`src/rtl/dbg_reg_cmd.sv`:
```
module dbg_reg_cmd (
  input  logic        clk,
  input  logic        rst,
  input  logic        halted,
  input  logic        slot,
  input  logic [15:0] cmd_word,
  output logic [15:0] rsp_word,
  output logic        rsp_stat,
  output logic        rf_req,
  output logic        rf_we,
  output logic [3:0]  rf_sel,
  output logic [31:0] rf_wdata,
  input  logic [31:0] rf_rdata,
  input  logic        rf_ack
);
  localparam logic [15:0] NRDY = 16'h0000;
  localparam logic [15:0] BERR = 16'h0001;
  localparam logic [15:0] ALL1 = 16'hFFFF;

  typedef enum logic [2:0] {IDLE, RD_WAIT, RD_HI, RD_LO, WR_HI, WR_LO, WR_WAIT} st_t;
  st_t st;
  logic [15:0] lo_q;

  wire op_ok  = cmd_word[15:12] == 4'h2 && cmd_word[7:4] == 4'h8;
  wire is_rd  = op_ok && cmd_word[11:8] == 4'h1;
  wire is_wr  = op_ok && cmd_word[11:8] == 4'h0;
  wire accept = slot && (st == IDLE || st == RD_LO);

  always_ff @(posedge clk) begin
    if (rst) begin
      st       <= IDLE;
      rsp_word <= NRDY;
      rsp_stat <= 1'b1;
      rf_req   <= 1'b0;
      rf_we    <= 1'b0;
      rf_sel   <= '0;
      rf_wdata <= '0;
      lo_q     <= '0;
    end else if (accept) begin
      rsp_stat <= 1'b1;
      if (is_rd) begin
        rf_sel <= cmd_word[3:0];
        if (halted) begin
          rf_req   <= 1'b1;
          rf_we    <= 1'b0;
          rsp_word <= NRDY;
          st       <= RD_WAIT;
        end else begin
          rsp_word <= BERR;
          st       <= IDLE;
        end
      end else if (is_wr) begin
        rf_sel   <= cmd_word[3:0];
        rsp_word <= NRDY;
        st       <= WR_HI;
      end else begin
        rsp_word <= ALL1;
        st       <= IDLE;
      end
    end else begin
      case (st)
        RD_WAIT: if (rf_ack) begin
          rf_req   <= 1'b0;
          lo_q     <= rf_rdata[15:0];
          rsp_word <= rf_rdata[31:16];
          rsp_stat <= 1'b0;
          st       <= RD_HI;
        end
        RD_HI: if (slot) begin
          rsp_word <= lo_q;
          st       <= RD_LO;
        end
        WR_HI: if (slot) begin
          rf_wdata[31:16] <= cmd_word;
          st              <= WR_LO;
        end
        WR_LO: if (slot) begin
          rf_wdata[15:0] <= cmd_word;
          if (halted) begin
            rf_req <= 1'b1;
            rf_we  <= 1'b1;
            st     <= WR_WAIT;
          end else begin
            rsp_word <= BERR;
            st       <= IDLE;
          end
        end
        WR_WAIT: if (rf_ack) begin
          rf_req   <= 1'b0;
          rf_we    <= 1'b0;
          rsp_word <= ALL1;
          rsp_stat <= 1'b0;
          st       <= IDLE;
        end
        default: ;
      endcase
    end
  end
endmodule


```
`config.mk`:
```
export PLATFORM = sky130hd
export DESIGN_NAME = dbg_reg_cmd
export DESIGN_NICKNAME = d
export VERILOG_FILES = /design/src/rtl/dbg_reg_cmd.sv
export SDC_FILE = /design/constraint.sdc
export NUM_CORES = 1
export LEC_CHECK = 0
export ABC_AREA = 1
export BUFFER_PORTS_ARGS = -buffer_cell sky130_fd_sc_hd__buf_4
export CAP_MARGIN = 5
export CORE_MARGIN = 2
export CORE_UTILIZATION = 45
export DETAILED_ROUTE_END_ITERATION = 10
export HOLD_SLACK_MARGIN = 0.02
export PLACE_DENSITY = 0.82
export RECOVER_POWER = 100
export SLEW_MARGIN = 20
export SYNTH_ARGS = -nofsm -noshare
export SYNTH_HDL_FRONTEND = slang
export SYNTH_SLANG_ARGS = --single-unit
export TNS_END_PERCENT = 10
```
`constraint.sdc`:
```
create_clock -name clk -period 2.2 [get_ports clk]
set_clock_uncertainty 0.2 [all_clocks]
set_input_delay 0.33 -clock clk [delete_from_list [all_inputs] [get_ports clk]]
set_output_delay 0.33 -clock clk [all_outputs]
set_load 0.005 [all_outputs]
```
## Word-level counts from Yosys, hierarchy flattened

Cells that the tools add are included.
W data, S select, Z words.

| cells by class | value |
|---|---|
| add/subtract/negate cells | 0 |
| multipliers | 0 |
| divide/modulo/power cells | 0 |
| magnitude comparators | 0 |
| equal/unequal tests | 19 |
| shift-type cells | 0 |
| mux-type cells | 35 |
| bitwise logic cells | 1 |
| reductions and logical operators | 23 |

Operators by type and width:

| operator | number |
|---|---|
| $mux W16 | 8 |
| $pmux W16 S4 | 1 |
| $mux W3 | 9 |
| $ne A3 B3 Y1 const B | 6 |
| $reduce_and A6 Y1 | 3 |
| $pmux W3 S5 | 1 |
| $mux W1 | 12 |
| $eq A3 B3 Y1 const B | 3 |
| $reduce_and A3 Y1 | 3 |
| $mux W4 | 2 |
| $eq A3 B2 Y1 const B | 2 |
| $ne A2 B2 Y1 const B | 3 |
| $reduce_bool A3 Y1 | 2 |
| $reduce_bool A6 Y1 | 1 |
| $reduce_bool A5 Y1 | 1 |
| $eq A4 B1 Y1 const B | 1 |
| $eq A4 B2 Y1 const B | 1 |
| $eq A4 B4 Y1 const B | 1 |
| $logic_and A1 B1 Y1 | 4 |
| $logic_not A4 Y1 | 1 |
| $pmux W1 S2 | 2 |
| $reduce_and A2 Y1 | 2 |
| $reduce_and A4 Y1 | 1 |
| $reduce_or A2 Y1 | 2 |
| 6 further kinds | 6 |

| word-level totals | value |
|---|---|
| flip-flop bits (word level) | 74 |
| bits in latches | 0 |
| bits in writable memories | 0 |
| bits in read-only memories | 0 |
| bits of input ports | 53 |
| output and inout port bits | 55 |
| logic and storage cells | 87 |
| memories | 0 |

## Logic depth before layout (Yosys ltp)

| depth | value |
|---|---|
| word-level depth | 6 |
| mapped depth | 11 |
| mapped depth without buffers | 10 |

## Worst setup path before layout

No wires, ideal clock.

| path | value |
|---|---|
| path type | register to register |
| start | register st[2] |
| end | register rf_wdata[5] |
| setup time | 132 ps |
| arrival time | 1275 ps |
| required time | 1868 ps |
| path slack | 593 ps |
| cell stages (with the launch flop) | 7 |
| buffers on the path | 1 |
| period minus slack after synthesis | 1607 ps |
| cells stage by stage | dfxtp_1 > nand2_1 > nor2_2 > nand2_1 > buf_2 > nand2_1 > a21oi_1 |

| on the way | value |
|---|---|
| longest elaborated chain between the ends | 5 |
| elaborated cells between the ends (all ways) | 7 |
| those cells by class | 2 x eq/ne; 1 x bitwise; 4 x reduce/logical |

RTL lines:

| item | line | text |
|---|---|---|
| start, declared | 21 | `st_t st;` |
| start signal, assigned | 31 | `st <= IDLE;` |
| start signal, assigned | 47 | `st <= RD_WAIT;` |
| start signal, assigned | 50 | `st <= IDLE;` |
| $eq A3 B2 Y1 / $logic_not A3 Y1 (equally long branches) | 27 | `wire accept = slot && (st == IDLE \|\| st == RD_LO);` |
| $logic_or A1 B1 Y1 | 27 |  |
| $logic_and A1 B1 Y1 | 27 |  |
| $not A1 Y1 (no line) | -- |  |
| $reduce_and A3 Y1 (no line) (*) | -- |  |
| end signal, assigned | 78 | `rf_wdata[15:0] <= cmd_word;` |
| end, declared | 12 | `output logic [31:0] rf_wdata,` |

Every way passes the cells marked *; elsewhere a longest branch is shown, timed or not.
A chain may end at the register's enable or synchronous reset.

## Final worst setup path

| path | value |
|---|---|
| start | register st[1] |
| end | register st[2] |

| on the way | value |
|---|---|
| longest elaborated chain between the ends | 5 |
| elaborated cells between the ends (all ways) | 18 |
| those cells by class | 11 x eq/ne; 2 x mux; 5 x reduce/logical |

RTL lines:

| item | line |
|---|---|
| $eq A3 B2 Y1 / $logic_not A3 Y1 (equally long branches) | 27 |
| $logic_or A1 B1 Y1 | 27 |
| $logic_and A1 B1 Y1 | 27 |
| $reduce_bool A6 Y1 (no line) / $ne A3 B3 Y1 (equally long branches) | -- |
| $reduce_and A6 Y1 (no line) | -- |

Parallel ways exist; a longest one is shown, timed or not.

==> impl_metrics.tcl <==
set metrics [dict create \
    status "finished clean" \
    die-height_um 87.9 \
    antenna_left 0 \
    clock_latency_ns 0.35 \
    critPathTopFamily "simple AND/OR/NAND/NOR gates" \
    grt_pass1_wl_um 14000 \
    antenna_cells 0 \
    start_util_pct 46.6 \
    io_pins 108 \
    synth_cell_types 25 \
    yosys.area_share.simple_pct 30.2 \
    worstReg2RegStart "st[1]" \
    syn_area_per_cell_um2 7.11 \
    nets 611 \
    yosysWarningCount 0 \
    syn-num-nets 499 \
    finalSetupViolCount 0 \
    cp_cell_sequence "inv_2 > nand3_1 > nand2_1 > nand2_1 > nand3_2 > a21oi_1 > nor2_1" \
    detail_route.vias_per_cell 5.11 \
    rrSetupSlack_ns 0.24 \
    synth_top_family_by_area "simple AND/OR/NAND/NOR gates" \
    cts_sinks 74 \
    tritoncts "yes" \
    synth_area_um2 3170 \
    critPathMostFrequentCell "nand2_1" \
    synth_edf_count 0 \
    clockBufferDepth 2 \
    hold_path_class "primary input to register" \
    synth_cells 446 \
    critPathLaunchType "register" \
    hp-start "rf_rdata[12]" \
    antenna_found_initial 0 \
    cp_data_required_time_ns 2.24 \
    min_period_ns 1.96 \
    r2r_end "st[2]" \
    rsz0062_at_grt "no" \
    power_density_nw_per_um2 1110 \
    htreeDepth 3 \
    track_usage_pct 22.9 \
    tightest_slew_ns 0.525 \
    cap_viol_max_count 0 \
    crit_type "register to register" \
    drtIter0Drc 192 \
    slowest_stage "dfxtp_1" \
    synth-compound-area-share_pct 14.9 \
    hold_slack_ns 0.0277 \
    cp_num_cells 7 \
    worst_r2r_path_depth 7 \
    ys_seq_area_share_pct 46.7 \
    dpl_cell_area_um2 4010 \
    avgRoutedWirePerCell_um 13.3 \
    total_power_mw 4.78 \
    ys.flop_type "dfxtp_1" \
    async_flop_share_pct 0 \
    die_area_um2 7730 \
    slew_viol_final 0 \
    synthAdderAreaFrac_pct 0 \
    synth_top_cell_area_share_pct 46.7 \
    fp-row-count 30 \
    irDropWorstVdd_uv 643 \
    num_vias 3370 \
    core_um2 6790 \
    layout_setup_ws_ns 0.236 \
    wirelength_um 8800 \
    critPathArrivalTime_ns 2.01 \
    final-hold-violation-count 0 \
    port-buffer-count 107 \
    drtPass1Iterations 5 \
    p_leak_nw 1.91 \
    timing.final.crit_share_pct 89.3 \
    worst_path_largest_cell_delay_ns 0.48 \
    path_buf_inv 1 \
    synth_seq_cells 74 \
    synth_most_common_cell "nand2_1" \
    drcViolationCount 0 \
    drive_above_1_share_pct 23.4 \
    synthTopCellsByCount "96 x nand2_1, 74 x dfxtp_1, 58 x nand3_1" \
    overflow 0 \
    synthMuxAreaShare_pct 0 \
    cts-root-buf "clkbuf_8" \
    slew-limit-headroom_pct 64.9 \
    grt_pass1_vias 3090 \
    finalWeightedCongestion 1.01 \
    path_max_fanout 17 \
    endpoint_kind "register" \
    grt_max_degree 33 \
    path_clk_slew_ns 0.08 \
    fmax_mhz 509 \
    yosysTopAreaCell "dfxtp_1" \
    finish.instance_area_um2 4310 \
    dpl.hpwl_um 6350 \
    die_width_um 87.9 \
    cts_inserted_buffers 9 \
    worstHoldPathCells 3 \
    synthXorXnorAreaFrac_pct 0 \
    syn_to_final_growth_pct 36.0 \
    preCtsSetupSlack_ns -0.0823 \
    holdPathEnd "lo_q[12]" \
    synth_area_leaders "dfxtp_1 47%, nand2_1 11%, nand3_1 9.2%, a21oi_1 8.1%, nor2_1 6.3%" \
]
## cells by family (layout without fill, tap and decap cells)
kind of cell / Yosys count / in the layout
compound gates: 93 / 93
buf+inv: 61 / 178
simple gates: 218 / 218
flops: 74 / 74
## sequential cells by signal (all words and copies together), names as in the netlist
name / cells
rsp_stat: 1
rf_we: 1
rf_req: 1
rf_sel: 4
st: 3
rsp_word: 16
rf_wdata: 32
lo_q: 16
## cell type report
type | count | area [um^2]
Sequential cell | 74 | 1480
Clock buffer | 9 | 124
Inverter | 36 | 135
Tap cell | 96 | 120
Timing Repair Buffer | 126 | 938
Multi-Input combinational cell | 311 | 1430
Fill cell | 611 | 2480
Clock inverter | 7 | 76.3
## metal layers
layer / up-vias / GRT usage [%] / share of wire, %
met1: 1516 / 28.4 / 43
met2: 161 / 37.1 / 46
li1: 1679 / - / -
met3: 14 / 8.67 / 10
met5: - / 0 / 0
met4: 0 / 6.99 / 1.2
## what timing repair did
action	4_1_cts	5_1_grt
hold buffers	12	1
buffers inserted	0	0
setup endpoints to repair	16	9
endpoints found under the hold margin	12	1
resized for setup	1	1
## how the worst max path moves through the flow
stage	startpoint	slack [ns]	to
detailed placement	st[1]	-0.08	lo_q[12]
floorplan	st[2]	0.59	rf_wdata[5]
finish	st[1]	0.24	st[2]
global placement	st[1]	0.06	lo_q[0]
global route	st[0]	0.06	rsp_word[11]
CTS	st[1]	0.22	lo_q[12]
## tightest hold or removal path: stages
cell and delay, ns:
buf_4 0.08, nor2_1 0.04, nor2_1 0.09
## stage by stage
step                      TNS [ns]  instances  utilization, %
after floorplan                  0        446               -
after global placement           0        630            59.1
after detailed placement    -0.909        630            59.1
after CTS                        0        658            63.8
after global routing             0        659            63.4
final                            0        659            63.4
## where the power goes
group	internal, mW	switching [mW]	total [mW]	leakage, nW
logic	0.738	1.14	1.88	1.22
clock network	0.532	0.551	1.08	0.0962
registers	1.64	0.180	1.82	0.602
total	2.91	1.87	4.78	1.91
## cells in the final DEF (no fill, tap or decap), drive strengths merged
master	instances
nand4	2
inv	38
dfxtp	74
nor2	57
nor3	1
buf	57
bufinv	1
a31oi	1
a22oi	1
nand2	98
o21ai	38
dlygate4sd3	13
nand3	60
clkinv	2
a21oi	51
o211ai	1
clkinvlp	2
o22ai	1
clkbuf	65
No activity file was read; power rests on OpenSTA's default activity.
